[src/rtl/pmc_pkg.sv]
package pmc_pkg;
  // core register addresses; the three data addresses carry behaviour
  localparam int A_DATA = 0;
  localparam int A_DSMI = 1;
  localparam int A_DSCI = 2;
  localparam int A_STAT = 3;
  localparam int A_CTRL = 4;
  localparam int A_IE   = 5;
  localparam int A_SW   = 6;

  localparam int NSRC    = 2;
  localparam int SRC_SMI = 0;
  localparam int SRC_SCI = 1;
endpackage

[src/rtl/pmc_pulse.sv]
module pmc_pulse #(
  parameter int LEN_W = 2,
  parameter int CNT_W = 4
) (
  input  logic             clk,
  input  logic             rst,
  input  logic             trig,
  input  logic [LEN_W-1:0] len,
  output logic             busy
);
  logic [CNT_W-1:0] cnt_q;

  always_ff @(posedge clk) begin
    if (rst) begin
      cnt_q <= '0;
    end else if (trig) begin
      cnt_q <= CNT_W'(1) << len;
    end else if (cnt_q != '0) begin
      cnt_q <= cnt_q - CNT_W'(1);
    end
  end

  assign busy = (cnt_q != '0);


  pulse_restart_chk: assert property (@(posedge clk) disable iff (rst)
    trig |=> busy);
endmodule

[src/rtl/pmc_src_mux.sv]
module pmc_src_mux (
  input  logic clk,
  input  logic rst,
  input  logic mode_en,
  input  logic en,
  input  logic hw_sel,
  input  logic sw_lvl,
  input  logic pol,
  input  logic pulse,
  output logic out_q
);
  logic asserted;

  always_comb begin
    asserted = 1'b0;
    if (mode_en && en) begin
      asserted = hw_sel ? pulse : sw_lvl;
    end
  end

  always_ff @(posedge clk) begin
    if (rst) begin
      out_q <= 1'b1;
    end else begin
      out_q <= pol ? asserted : ~asserted;
    end
  end


  mode_off_chk: assert property (@(posedge clk) disable iff (rst)
    !mode_en |=> (out_q == !$past(pol)));
endmodule

[src/rtl/pmc_mailbox.sv]
module pmc_mailbox #(
  parameter int DATA_W = 8
) (
  input  logic              clk,
  input  logic              rst,
  input  logic              load,
  input  logic [DATA_W-1:0] wdata,
  input  logic              set_smi,
  input  logic              set_sci,
  input  logic              host_rd,
  input  logic              host_wr,
  input  logic [DATA_W-1:0] host_wdata,
  input  logic              din_rd,
  output logic [DATA_W-1:0] dout,
  output logic [DATA_W-1:0] din,
  output logic              obf,
  output logic              ibf,
  output logic              obf_smi,
  output logic              obf_sci
);
  always_ff @(posedge clk) begin
    if (rst) begin
      dout    <= '0;
      obf     <= 1'b0;
      obf_smi <= 1'b0;
      obf_sci <= 1'b0;
    end else if (load) begin
      dout    <= wdata;
      obf     <= 1'b1;
      obf_smi <= obf_smi | set_smi;
      obf_sci <= obf_sci | set_sci;
    end else if (host_rd) begin
      obf     <= 1'b0;
      obf_smi <= 1'b0;
      obf_sci <= 1'b0;
    end
  end

  always_ff @(posedge clk) begin
    if (rst) begin
      din <= '0;
      ibf <= 1'b0;
    end else if (host_wr) begin
      din <= host_wdata;
      ibf <= 1'b1;
    end else if (din_rd) begin
      ibf <= 1'b0;
    end
  end


  obf_set_chk: assert property (@(posedge clk) disable iff (rst)
    load |=> (obf && dout == $past(wdata)));


  flag_tie_chk: assert property (@(posedge clk) disable iff (rst)
    (obf_smi || obf_sci) |-> obf);


  ibf_clear_chk: assert property (@(posedge clk) disable iff (rst)
    (din_rd && !host_wr) |=> !ibf);
endmodule

[src/rtl/pm_mbox_chan.sv]
module pm_mbox_chan #(
  parameter int DATA_W = 8,
  parameter int ADDR_W = 3,
  parameter int LEN_W  = 2
) (
  input  logic              clk,
  input  logic              rst,
  input  logic              core_we,
  input  logic              core_re,
  input  logic [ADDR_W-1:0] core_addr,
  input  logic [DATA_W-1:0] core_wdata,
  output logic [DATA_W-1:0] core_rdata,
  input  logic              host_rd,
  input  logic              host_wr,
  input  logic [DATA_W-1:0] host_wdata,
  output logic [DATA_W-1:0] host_odata,
  output logic              obf,
  output logic              ibf,
  output logic              smi_o,
  output logic              sci_o
);
  import pmc_pkg::*;

  localparam int MAX_LEN = 1 << ((1 << LEN_W) - 1);
  localparam int CNT_W   = $clog2(MAX_LEN + 1);
  localparam int CTRL_W  = 3 + 2 * LEN_W;
  localparam int IE_W    = 2 * NSRC;

  logic [CTRL_W-1:0] ctrl_q;
  logic [IE_W-1:0]   ie_q;
  logic [NSRC-1:0]   sw_q;

  logic mode_en;
  logic a_data, a_dsmi, a_dsci;
  logic load, set_smi, set_sci, din_rd, sci_rd;
  logic mb_smi, mb_sci;
  logic [DATA_W-1:0] din;

  logic [NSRC-1:0] trig, busy, en_b, hw_b, pol_b, irq_out;
  logic [LEN_W-1:0] len_a [NSRC];

  assign mode_en = ctrl_q[0];
  assign a_data  = (core_addr == ADDR_W'(A_DATA));
  assign a_dsmi  = (core_addr == ADDR_W'(A_DSMI));
  assign a_dsci  = (core_addr == ADDR_W'(A_DSCI));

  assign load    = core_we && (a_data || a_dsmi || a_dsci);
  assign set_smi = core_we && a_dsmi && mode_en;
  assign set_sci = core_we && a_dsci && mode_en;
  assign din_rd  = core_re && (a_data || a_dsci);
  assign sci_rd  = core_re && a_dsci && mode_en;

  always_ff @(posedge clk) begin
    if (rst) begin
      ctrl_q <= '0;
      ie_q   <= '0;
      sw_q   <= '0;
    end else if (core_we) begin
      if (core_addr == ADDR_W'(A_CTRL)) ctrl_q <= core_wdata[CTRL_W-1:0];
      if (core_addr == ADDR_W'(A_IE))   ie_q   <= core_wdata[IE_W-1:0];
      if (core_addr == ADDR_W'(A_SW))   sw_q   <= core_wdata[NSRC-1:0];
    end
  end

  pmc_mailbox #(.DATA_W(DATA_W)) u_mbox (
    .clk        (clk),
    .rst        (rst),
    .load       (load),
    .wdata      (core_wdata),
    .set_smi    (set_smi),
    .set_sci    (set_sci),
    .host_rd    (host_rd),
    .host_wr    (host_wr),
    .host_wdata (host_wdata),
    .din_rd     (din_rd),
    .dout       (host_odata),
    .din        (din),
    .obf        (obf),
    .ibf        (ibf),
    .obf_smi    (mb_smi),
    .obf_sci    (mb_sci)
  );

  always_ff @(posedge clk) begin
    if (rst) begin
      core_rdata <= '0;
    end else if (core_re) begin
      if (a_data || a_dsci)                    core_rdata <= din;
      else if (core_addr == ADDR_W'(A_STAT))   core_rdata <= DATA_W'({mb_sci, mb_smi, ibf, obf});
      else if (core_addr == ADDR_W'(A_CTRL))   core_rdata <= DATA_W'(ctrl_q);
      else if (core_addr == ADDR_W'(A_IE))     core_rdata <= DATA_W'(ie_q);
      else if (core_addr == ADDR_W'(A_SW))     core_rdata <= DATA_W'(sw_q);
      else                                     core_rdata <= '0;
    end
  end

  assign trig[SRC_SMI] = set_smi;
  assign trig[SRC_SCI] = set_sci || sci_rd;

  generate
    for (genvar s = 0; s < NSRC; s++) begin : g_src
      assign en_b[s]  = ie_q[2*s];
      assign hw_b[s]  = ie_q[2*s+1];
      assign pol_b[s] = ctrl_q[1+s];
      assign len_a[s] = ctrl_q[3+s*LEN_W +: LEN_W];

      pmc_pulse #(.LEN_W(LEN_W), .CNT_W(CNT_W)) u_pulse (
        .clk  (clk),
        .rst  (rst),
        .trig (trig[s]),
        .len  (len_a[s]),
        .busy (busy[s])
      );

      pmc_src_mux u_mux (
        .clk     (clk),
        .rst     (rst),
        .mode_en (mode_en),
        .en      (en_b[s]),
        .hw_sel  (hw_b[s]),
        .sw_lvl  (sw_q[s]),
        .pol     (pol_b[s]),
        .pulse   (busy[s]),
        .out_q   (irq_out[s])
      );
    end
  endgenerate

  assign smi_o = irq_out[SRC_SMI];
  assign sci_o = irq_out[SRC_SCI];


  smi_flag_chk: assert property (@(posedge clk) disable iff (rst)
    set_smi |=> mb_smi);


  sci_flag_chk: assert property (@(posedge clk) disable iff (rst)
    set_sci |=> mb_sci);
endmodule

[config.mk]
export PLATFORM = sky130hd
export DESIGN_NAME = pm_mbox_chan
export DESIGN_NICKNAME = d
export VERILOG_FILES = /design/src/rtl/pmc_pkg.sv /design/src/rtl/pmc_pulse.sv /design/src/rtl/pmc_src_mux.sv /design/src/rtl/pmc_mailbox.sv /design/src/rtl/pm_mbox_chan.sv
export SDC_FILE = /design/constraint.sdc
export NUM_CORES = 1
export LEC_CHECK = 0
export ABC_CLOCK_PERIOD_IN_PS = 1300
export BUFFER_PORTS_ARGS = -buffer_cell sky130_fd_sc_hd__buf_2
export CAP_MARGIN = 20
export CORE_MARGIN = 2
export CORE_UTILIZATION = 45
export DETAILED_ROUTE_END_ITERATION = 16
export PLACE_DENSITY = 0.73
export SYNTH_ARGS = -nofsm -noshare
export SYNTH_HDL_FRONTEND = slang
export SYNTH_SLANG_ARGS = --single-unit
[constraint.sdc]
create_clock -name clk -period 1.3 [get_ports clk]
set_input_delay 0 -clock clk [delete_from_list [all_inputs] [get_ports clk]]
set_output_delay 0 -clock clk [all_outputs]
set_load 0.1 [all_outputs]
Word level (Yosys, flattened, before mapping)
Cells that the tools add are included.
Widths: inputs -> output; s select.
{"block": "classes", "add_sub_neg": 2, "eq_ne": 6, "shift": 2, "mux": 21, "n_bitwise": 4, "n_reduce_logical": 24}
{"operator": "$mux 4", "n": 5}
{"operator": "$mux 7", "n": 2}
{"operator": "$mux 1", "n": 12}
{"operator": "$logic_and 1x1->1", "n": 10}
{"operator": "$eq 3x3->1 const B", "n": 3}
{"operator": "$mux 8", "n": 1}
{"operator": "$reduce_bool 2->1", "n": 4}
{"operator": "$reduce_bool 4->1", "n": 2}
{"operator": "$shl 1x2->4 const A", "n": 2}
{"operator": "$sub 4x1->4 const B", "n": 2}
{"operator": "$eq 3x2->1 const B", "n": 2}
{"operator": "$reduce_and 2->1", "n": 3}
{"operator": "$logic_or 1x1->1", "n": 4}
{"operator": "$eq 3x1->1 const B", "n": 1}
{"operator": "$logic_not 3->1", "n": 1}
{"operator": "$mux 2", "n": 1}
{"operator": "$not 1->1", "n": 2}
{"operator": "$or 1x1->1", "n": 2}
{"block": "totals", "ff_bits": 51, "in_bits": 25, "output_inout_bits": 20, "elab_cells": 73}

Logic depth before layout (Yosys ltp)
Gate-level depths: netlist (run 1).
{"block": "logic_depth", "ltp_word": 6, "depth_mapped": 6, "depth_no_buf": 6}

Cells and area by module
A second synthesis (run 1) with hierarchy kept.
{"block": "unflattened", "hier_cells": 250, "area_unflattened_um2": 2412.3}
{"mod": "pm_mbox_chan", "n_inst": 1, "cells_each": 112, "area_per_inst_um2": 1076.0, "seq_area_each_um2": 420.4}
{"mod": "pmc_mailbox", "n_inst": 1, "cells_each": 68, "area_per_inst_um2": 718.2, "seq_area_each_um2": 400.4}
{"mod": "pmc_pulse", "n_inst": 2, "cells_each": 29, "area_per_inst_um2": 256.5, "seq_area_each_um2": 80.1}
{"mod": "pmc_src_mux", "n_inst": 2, "cells_each": 6, "area_per_inst_um2": 52.6, "seq_area_each_um2": 20.0}

Worst setup path before layout (run 1)
OpenSTA, ideal clock, no wires.
{"block": "synth_path", "kind": "reg-to-reg", "startpoint": "register u_mbox.obf", "endpoint": "register core_rdata[0]", "setup_ns": 0.070, "arrival_time_ns": 1.387, "t_required_ns": 1.230, "setup_slack_ns": -0.157, "stages_incl_launch_ff": 5, "path_buffers": 0, "period_less_slack_ns": 1.457, "path_cell_list": "dfxtp_1 -> nand3_1 -> o21ai_0 -> o211ai_1 -> a21oi_1"}
{"block": "synth_between", "elab_chain_len": 2}
{"item": "start, declared", "line_no": "pmc_mailbox.sv:16", "source": "output logic obf,"}
{"item": "start signal, assigned", "line_no": "pmc_mailbox.sv:24", "source": "obf <= 1'b0;"}
{"item": "start signal, assigned", "line_no": "pmc_mailbox.sv:29", "source": "obf <= 1'b1;"}
{"item": "start signal, assigned", "line_no": "pmc_mailbox.sv:33", "source": "obf <= 1'b0;"}
{"item": "$mux 7", "line_no": "pm_mbox_chan.sv:89", "source": "else if (core_addr == ADDR_W'(A_STAT)) core_rdata <= DATA_W'({mb_sci, mb_smi, ibf, obf});"}
{"item": "$mux 8", "line_no": "pm_mbox_chan.sv:88", "source": "if (a_data || a_dsci) core_rdata <= din;"}
{"item": "end signal, assigned", "line_no": "pm_mbox_chan.sv:88"}
{"item": "end signal, assigned", "line_no": "pm_mbox_chan.sv:89"}
{"item": "end signal, assigned", "line_no": "pm_mbox_chan.sv:90", "source": "else if (core_addr == ADDR_W'(A_CTRL)) core_rdata <= DATA_W'(ctrl_q);"}
{"item": "end, declared", "line_no": "pm_mbox_chan.sv:12", "source": "output logic [DATA_W-1:0] core_rdata,"}
Every way passes these cells.
A chain may end at the register's enable or synchronous reset.

Worst setup path in the final report (run 1)
{"block": "layout_path", "startpoint": "register g_src[0].u_pulse.cnt_q[1]", "endpoint": "register g_src[0].u_pulse.cnt_q[1]"}
{"block": "layout_between", "elab_chain_len": 3, "elab_cells_between_ends": 5, "classes_between": "1 x add/sub; 2 x mux; 2 x reduce/logical"}
{"item": "start, declared", "line_no": "pmc_pulse.sv:11", "source": "logic [CNT_W-1:0] cnt_q;"}
{"item": "start signal, assigned", "line_no": "pmc_pulse.sv:17", "source": "cnt_q <= CNT_W'(1) << len;"}
{"item": "start signal, assigned", "line_no": "pmc_pulse.sv:19", "source": "cnt_q <= cnt_q - CNT_W'(1);"}
{"item": "$sub 4x1->4", "line_no": "pmc_pulse.sv:19"}
{"item": "$mux 4", "line_no": "pmc_pulse.sv:18", "source": "end else if (cnt_q != '0) begin"}
{"item": "$mux 4", "line_no": "pmc_pulse.sv:16", "source": "end else if (trig) begin"}
Parallel ways exist; a longest one is shown, timed or not. The select of a mux whose other input is x is not followed.

==> results of run 1 <==
==> path summary, 6_finish.rpt <==
check                                  from                        end  slack, ns
hold / removal                core_wdata[0]                    sw_q[0]      0.007
hold reg to reg               core_rdata[1]              core_rdata[1]       0.46
setup / recovery  g_src[0].u_pulse.cnt_q[1]  g_src[0].u_pulse.cnt_q[1]       0.03
setup reg to reg  g_src[0].u_pulse.cnt_q[1]  g_src[0].u_pulse.cnt_q[1]       0.03
==> routing by layer <==
| layer | global-route usage | vias up |
|---|---|---|
| met2 | 0.340 | 38 |
| met4 | 0.0516 | 0 |
| li1 | - | 966 |
| met1 | 0.238 | 901 |
| met5 | 0 | - |
| met3 | 0.0501 | 8 |
==> flip-flops by register name, indices dropped and copies added (netlist names) <==
name,count
ctrl_q,7
core_rdata,8
u_mbox.obf,1
ie_q,4
u_mbox.dout,8
u_mbox.obf_sci,1
u_mbox.obf_smi,1
u_mbox.ibf,1
g_src.u_mux.out_q,2
g_src.u_pulse.cnt_q,8
sw_q,2
u_mbox.din,8
==> timing repair <==
action,in CTS,in global routing
resized for setup,9,10
hold endpoints to repair,26,0
cloned,0,0
setup buffers,0,2
setup endpoints to repair,6,6
pin swaps,2,5
hold buffers,16,0
==> cells in the final DEF (no fill, tap or decap), types with 3 or more instances in the layout <==
| cell | synthesis | final |
|---|---|---|
| nand2_1 | 14 | 14 |
| o211ai_1 | 6 | 6 |
| nand3_1 | 5 | 5 |
| mux2i_1 | 41 | 41 |
| buf_2 | 7 | 44 |
| dlygate4sd3_1 | 0 | 16 |
| buf_4 | 1 | 16 |
| inv_2 | 1 | 5 |
| nand3b_1 | 3 | 3 |
| dfxtp_1 | 51 | 41 |
| clkbuf_8 | 0 | 6 |
| a21oi_1 | 14 | 12 |
| nor3_1 | 4 | 4 |
| a222oi_1 | 3 | 3 |
| nand2b_1 | 3 | 3 |
| nor2_1 | 44 | 43 |
| dfxtp_2 | 0 | 10 |
==> worst max-delay path, cell delays in order, from the launching register on <==
cell,delay [ns]
dfxtp_2,0.33
inv_2,0.07
ha_4,0.13
nor3b_4,0.24
mux2i_1,0.24
nand2_1,0.09
a21oi_2,0.11
==> power groups by stage <==
stage / combinational, W / sequential (W) / clock, W
final: 0.00139 / 0.00183 / 0.000902
after global routing: 0.00153 / 0.00186 / 0.000995
after global placement: 0.00106 / 0.00183 / 0
after CTS: 0.00125 / 0.00181 / 0.000927
after floorplan: 0.000698 / 0.00197 / 0
after detailed placement: 0.00110 / 0.00183 / 0
==> metrics by stage <==
stage | total power (W) | std cells
after floorplan | 0.00267 | 239
after global placement | 0.00289 | 351
after detailed placement | 0.00293 | 351
after CTS | 0.00400 | 374
after global routing | 0.00438 | 376
final | 0.00412 | 376
==> final cells by class <==
cell class	count	area (sq um)
clock buffers	6	82.6
inverters	7	26.3
flip-flops and latches	51	1030
well taps	67	83.8
repair buffers	77	520
clock inverters	1	5.00
multi-input cells	167	1190
fillers	406	1810
==> logic make-up (layout without fill, tap and decap cells) <==
logic type,Yosys count,count (layout),synth area share
compound gates,32,32,0.0957
xor+xnor,4,4,0.0157
fa+ha+maj,2,2,0.0112
buf+inv,21,91,0.0409
flops,51,51,0.457
mux,42,42,0.189
simple gates,87,87,0.191
==> key figures, run 1 <==
Synth
  • Yosys top cell area share: 0.457
  • Top post-synthesis cells by area: dfxtp_1 46%, mux2i_1 18%, nor2_1 7.4%, a21oi_1 3.1%, nand2_1 2.4%
  • Area leader, netlist: dfxtp_1
  • Net Count, Synth: roughly 270
  • Most frequent cells after synthesis: 51 x dfxtp_1, 44 x nor2_1, 41 x mux2i_1, 14 x a21oi_1, 14 x nand2_1
  • Top FF cell, synth: dfxtp_1
  • Synth Cell Area: about 2200 sq um
  • FFs w/ async S/R, synth: 0
  • Synthesized area divided by synthesized cell count: about 9.3 sq um
  • Post-synth EDFFs: 0
  • Distinct cells, synth: 36
  • Seq/Total Area, Yosys: 0.457
  • Count leader, synth: dfxtp_1
  • Cell count after synthesis: roughly 240
  • Synth Register Bits: slightly above 50
  • Ys Warns: 0

Detailed routing
  • Drt first pass iters: 4
  • Routed WL: 4980 um
  • Met3 WL: slightly below 200 um
  • DR DRC count: 0
  • Wl on met1: roughly 2300 um
  • Routed wl met2: ~2500 um
  • DRT antenna net count: 0
  • Vias per cell: a little over 5
  • 1st-iter DRT viols: 81
  • Total number of vias: ~1900
  • Routed WL per cell: roughly 13 um
  • Top layer in use: met4

Layout
  • Final Cell Area: approximately 3000 sq um
  • Layout cells sized above 1: 0.314
  • # diodes: 0
  • Nets: roughly 340
  • Core Util, Final: 0.619
  • Area grow syn2layout: 31.8%

Floorplan
  • Starting density of the core: 0.470
  • Die width: between 70 and 80 um
  • Chip height: 74.5 um
  • Ports: 45
  • Row cnt: 25
  • Die ar.: between 5000 and 6000 sq um
  • Core area: approximately 4800 sq um

Timing
  • Final worst-path cycle share: 0.979
  • Slew Viols, Final: 0
  • Unrepaired setup endpoints after global routing: true
  • Slew margin rel.: 0.646
  • Fmax: approximately 0.79 GHz
  • Layout Skew: 0.00501 ns
  • Final hold vios: 0
  • Final hold slack: between 0.006 and 0.007 ns
  • # setup viols final: 0
  • Crit path time final: between 1 and 1.5 ns
  • Final worst-path setup slack: around 0.027 ns
  • TNS Setup: 0 ns
  • Worst slew pin tran: 0.531 ns

Place
  • Post-DP HPWL: about 3400 um
  • Port Buffers: 44
  • Gp weighted congestion: 0.822
  • Post-placement setup slack: -0.0533 ns
  • Area after DPL: 2620 sq um

Clock tree
  • Clk sinks: ~50
  • Root buf cell: clkbuf_8
  • Clock Latency Late Sink: about 0.3 ns
  • Clk buf depth: 2
  • CTS tree: built
  • H-tree depth: 2
  • TritonCTS buffer count: 5
  • Worst-path clk slew: about 0.090 ns

Power and ir drop
  • Reg power frac: 0.445
  • Clock power frac: 0.219
  • Sw frac: 0.314
  • P_int: between 0.002 and 0.003 W
  • Pwr dens: around 1400 nW/um^2
  • Leakage power total: roughly 1.3 nW
  • Peak supply drop: between 0.7 and 0.8 mV
  • Psw: about 0.0013 W
  • Logic pwr share: 0.336

Worst setup path
  • CP Capture Type: register
  • Crit Path Category: reg2reg
  • WP data arrival: 1.51 ns
  • Reg2Reg Depth: 6
  • CP Data Required Time: around 1.5 ns
  • CP Max Fanout: 3
  • CP Launch Type: register

Hold path
  • Hold path cells: 3
  • Hold Path Class: in2reg

GRT
  • First-pass GRT wire length: between 8000 and 9000 um
  • Antenna violations before repair: 0
  • Largest net degree at the start of global routing: 29
  • GRT overflow: 0
  • Vias in the first global route: roughly 1800
  • Total GRT Usage: 0.195

Flow run
  • Max-Cap Viols: 0

Outcome
  • Outcome: complete, no violations
(Power assumes the default switching activity.)
==> run 2: changes to the inputs <==
- ABC_CLOCK_PERIOD_IN_PS: 1300 -> 1700
- CORE_UTILIZATION: 45 -> 58
- PLACE_DENSITY: 0.73 -> 0.87
- clock period: 1.3 -> 1.7 ns (I/O delays scaled with it)
==> key figures, run 2 (same netlist as run 1, synthesis figures left out) <==
Detailed routing
  • 1st-iter DRT viols: 87
  • DR DRC count: 0
  • Routed WL per cell: ~14 um
  • Total number of vias: roughly 1900
  • Routed wl met2: around 2400 um
  • Routed WL: a little under 5000 um
  • Vias per cell: between 5 and 6
  • DRT antenna net count: 0
  • Wl on met1: around 2200 um
  • Top layer in use: met4
  • Drt first pass iters: 4
  • Met3 WL: between 150 and 200 um

Floorplan
  • Core area: 3690 sq um
  • Starting density of the core: 0.606
  • Chip height: 66.1 um
  • Ports: 45
  • Row cnt: 22
  • Die width: around 66 um
  • Die ar.: roughly 4400 sq um

Clock tree
  • Clk buf depth: 2
  • Worst-path clk slew: about 0.09 ns
  • Post CTS Setup Buffer Count: 0
  • TritonCTS buffer count: 5
  • Clock Latency Late Sink: roughly 0.30 ns
  • H-tree depth: 2
  • CTS tree: built
  • Clk sinks: between 50 and 60
  • Root buf cell: clkbuf_8

Power and ir drop
  • Peak supply drop: about 0.66 mV
  • Pwr dens: ~1000 nW/um^2
  • Leakage power total: about 1.3 nW

GRT
  • Total GRT Usage: 0.254
  • Largest net degree at the start of global routing: 31
  • Antenna violations before repair: 0
  • GRT overflow: 0
  • Vias in the first global route: 1813
  • First-pass GRT wire length: 8410 um

Layout
  • Non-filler cells, final: between 300 and 400
  • Commonest non-fill, non-tap cell in the layout: dfxtp_1
  • Layout cells sized above 1: 0.211
  • Nets: around 320
  • Most frequent cells in the layout: 51 x dfxtp_1, 44 x nor2_1, 44 x buf_2
  • Final Cell Area: roughly 2700 sq um
  • Area grow syn2layout: 22.6%
  • Core Util, Final: 0.743
  • # diodes: 0

Timing
  • Final worst-path setup slack: 0.152 ns
  • Final hold vios: 0
  • Slew margin rel.: 0.670
  • Final worst-path cycle share: 0.911
  • Unrepaired setup endpoints after global routing: false
  • TNS Setup: 0 ns
  • Slew Viols, Final: 0
  • Fmax: ~0.65 GHz
  • Crit path time final: ~1.5 ns
  • Layout Skew: approximately 0.0053 ns
  • # setup viols final: 0
  • Worst slew pin tran: slightly below 0.5 ns

Worst setup path
  • CP Capture Type: register
  • Reg2Reg Depth: 6
  • CP Data Required Time: between 1.5 and 2 ns
  • CP Launch Type: register
  • R2r startpoint: g_src[1].u_pulse.cnt_q[0]
  • Crit path launch: g_src[1].u_pulse.cnt_q[0]
  • FF-to-FF End: g_src[1].u_pulse.cnt_q[1]
  • CP Max Fanout: 4
  • WP data arrival: roughly 1.8 ns
  • R2r setup slk: around 0.15 ns
  • Crit Path Category: reg2reg

Flow run
  • Max-Cap Viols: 0

Place
  • Post-Place Cells: 322
  • Gp weighted congestion: between 0.7 and 0.8
  • Port Buffers: 44
  • Post-DP HPWL: 3340 um
  • Post-placement setup slack: between 0.15 and 0.2 ns
  • Area after DPL: approximately 2500 sq um

Hold path
  • Worst hold endpoint: u_mbox.dout[1]
  • Hold Path Class: in2reg
  • Hold path cells: 3
  • Hold_sp: core_wdata[1]

Outcome
  • Outcome: complete, no violations
-- run 2: cell types whose count changed in the layout (fill, tap and decap cells not counted), sizes merged --
cell | previous run | this run
clkbuf | 6 | 7
buf | 61 | 49
-- run 2: worst max path at each step --
stage | end | cells past startpoint
after detailed placement | g_src[0].u_pulse.cnt_q[1] | 6
after floorplan | core_rdata[0] | 4
after global placement | g_src[0].u_pulse.cnt_q[1] | 6
after global routing | g_src[1].u_pulse.cnt_q[1] | 6
after CTS | g_src[0].u_pulse.cnt_q[1] | 6
final | g_src[1].u_pulse.cnt_q[1] | 6
-- run 2: area by class of cell --
cell class | instances | area [sq um]
clock inverters | 1 | 5.00
well taps | 48 | 60.1
flip-flops and latches | 51 | 1020
inverters | 7 | 26.3
fillers | 264 | 948
multi-input cells | 167 | 1130
repair buffers | 65 | 418
clock buffers | 7 | 76.3
-- run 2: timing repair --
item,in CTS,in global routing
setup endpoints to repair,0,1
resized for setup,0,1
hold endpoints to repair,25,0
hold buffers,16,0
-- run 2: routing by layer --
metal,GRT usage,vias up
met2,0.413,50
li1,-,945
met3,0.0579,4
met4,0.105,0
met5,0,-
met1,0.326,897
-- run 2: where the power goes --
part           internal [W]  switching [W]
combinational      0.000360       0.000452
sequential          0.00130      0.0000801
clock              0.000289       0.000375
total               0.00195       0.000906
-- run 2: through the flow --
step                      hold WS (ns)  power [W]
after floorplan                  0.144    0.00202
after global placement           0.232    0.00214
after detailed placement         0.243    0.00218
after CTS                     0.000905    0.00286
after global routing            0.0290    0.00302
final                          0.00262    0.00286
-- run 2: critical path, stage by stage, from the launching register on --
cell	delay, ns
dfxtp_1	0.32
inv_1	0.09
ha_1	0.21
nor3b_1	0.45
mux2i_1	0.26
mux2i_1	0.09
nor2_1	0.08
==> run 3: changes to the inputs <==
- ABC_CLOCK_PERIOD_IN_PS: 1700 -> 1720
- CORE_UTILIZATION: 58 -> 54
- PLACE_DENSITY: 0.87 -> 0.82
- clock period: 1.7 -> 1.72 ns (I/O delays scaled with it)
==> key figures, run 3 (same netlist as run 1, synthesis figures left out) <==
Timing
  • Slew Viols, Final: 0
  • # setup viols final: 0
  • Fmax: between 0.6 and 0.7 GHz
  • Final worst-path cycle share: 0.901
  • Worst slew pin tran: ~0.61 ns
  • TNS Setup: 0 ns
  • Unrepaired setup endpoints after global routing: false
  • Crit path time final: roughly 1.5 ns
  • Layout Skew: a little over 0.003 ns
  • Final worst-path setup slack: 0.171 ns
  • Final hold vios: 0
  • Slew margin rel.: 0.595

Worst setup path
  • Critical path's slowest cell: nor3b_1
  • CP Data Required Time: slightly below 2 ns
  • CP Launch Type: register
  • Top cell by count, worst path: mux2i_1
  • R2r startpoint: g_src[1].u_pulse.cnt_q[0]
  • Crit Path Category: reg2reg
  • Reg2Reg Depth: 6
  • CP max stage delay: approximately 0.45 ns
  • Crit path launch: g_src[1].u_pulse.cnt_q[0]
  • R2r setup slk: 0.17 ns
  • CP Capture Type: register
  • WP data arrival: between 1.5 and 2 ns
  • CP Capture Point: g_src[1].u_pulse.cnt_q[1]
  • CP Max Fanout: 4
  • FF-to-FF End: g_src[1].u_pulse.cnt_q[1]
  • CP Cell Sequence: inv_1 -> ha_1 -> nor3b_1 -> mux2i_1 -> mux2i_1 -> nor2_1

Outcome
  • Outcome: complete, no violations

GRT
  • Largest net degree at the start of global routing: 44
  • First-pass GRT wire length: 8030 um
  • Total GRT Usage: 0.232
  • Antenna violations before repair: 0
  • GRT overflow: 0
  • Vias in the first global route: about 1900

Clock tree
  • H-tree depth: 2
  • Clk buf depth: 2
  • Worst-path clk slew: ~0.080 ns
  • CTS tree: built
  • Root buf cell: clkbuf_8
  • Post CTS Setup Buffer Count: 0
  • Clock Latency Late Sink: roughly 0.30 ns
  • Clk sinks: 51
  • TritonCTS buffer count: 5

Detailed routing
  • Vias per cell: about 5.5
  • DRT antenna net count: 0
  • DR DRC count: 0
  • Drt first pass iters: 6
  • Routed WL per cell: about 14 um
  • 1st-iter DRT viols: around 120
  • Total number of vias: 1909
  • Routed WL: 4870 um

Power and ir drop
  • Power Total: between 0.002 and 0.003 W
  • Peak supply drop: ~0.82 mV
  • Leakage power total: between 1 and 1.5 nW
  • Pwr dens: 1020 nW/um^2

Floorplan
  • Starting density of the core: 0.559
  • Die width: around 68 um
  • Ports: 45
  • Core area: roughly 4000 sq um
  • Row cnt: 23
  • Die ar.: between 4000 and 5000 sq um
  • Chip height: 68.3 um

Layout
  • Core Util, Final: 0.681
  • Non-filler cells, final: around 350
  • Layout cells sized above 1: 0.200
  • Area grow syn2layout: 21.9%
  • # diodes: 0
  • Register Area: approximately 1000 sq um
  • Commonest non-fill, non-tap cell in the layout: dfxtp_1
  • Most frequent cells in the layout: 51 x dfxtp_1, 44 x nor2_1, 44 x buf_2
  • Multi-input gate area: roughly 1100 sq um
  • Fillers: 322
  • Nets: ~320

Place
  • Post-DP HPWL: between 3000 and 4000 um
  • Gp weighted congestion: 0.791
  • Post-Place Cells: ~320
  • Post-placement setup slack: around 0.18 ns
  • Port Buffers: between 40 and 50

Flow run
  • Max-Cap Viols: 0

Hold path
  • Hold Path Class: in2reg
-- run 3: changes by cell type in the layout (fill, tap and decap cells not counted), sizes merged --
cell         previous run  this run
buf                    49        47
clkbuf                  7         6
clkinv                  1         0
dlygate4sd3            16        17
-- run 3: layout make-up --
class                   instances  share of cell area
clock buffers                   6              0.0266
inverters                       7             0.00965
multi-input cells             167               0.414
flip-flops and latches         51               0.375
well taps                      50              0.0230
repair buffers                 64               0.152
-- run 3: repair_timing --
item                                   in CTS  in global routing
hold buffers                               17                  0
endpoints found under the hold margin      27                  0
resized for setup                           0                  0
-- run 3: worst min-delay path by stage --
stage	start	endpoint	slack, ns	cells past startpoint
floorplan	core_wdata[0]	ie_q[0]	0.14	2
global placement	core_wdata[7]	u_mbox.dout[7]	0.23	3
detailed placement	core_wdata[7]	u_mbox.dout[7]	0.24	3
CTS	core_wdata[0]	sw_q[0]	0.006	3
global route	core_wdata[0]	ie_q[0]	0.01	3
finish	core_wdata[0]	u_mbox.dout[0]	0.005	3
-- run 3: through the flow --
| stage | hold slack, ns | instance area, sq um |
|---|---|---|
| floorplan | 0.144 | 2230 |
| global placement | 0.231 | 2480 |
| detailed placement | 0.242 | 2480 |
| CTS | 0.00556 | 2720 |
| global route | 0.0110 | 2720 |
| finish | 0.00521 | 2720 |
-- run 3: power breakdown --
part / leakage, nW / switching (W) / internal, W
clock: 0.0371 / 0.000358 / 0.000272
combinational: 0.795 / 0.000447 / 0.000350
sequential: 0.416 / 0.0000750 / 0.00128
-- run 3: layer usage --
metal	part of all wire	GRT usage
met1	0.42	0.275
met2	0.52	0.409
met3	0.053	0.0543
met4	0.012	0.0775
met5	0	0
-- run 3: critical path: cells and delay by family (launching register included) --
kind,cells,cell delay [ns]
muxes,2,0.35
and+or+nand+nor,2,0.53
buffers and inverters,1,0.09
DFF,1,0.32
adders and majority gates,1,0.21
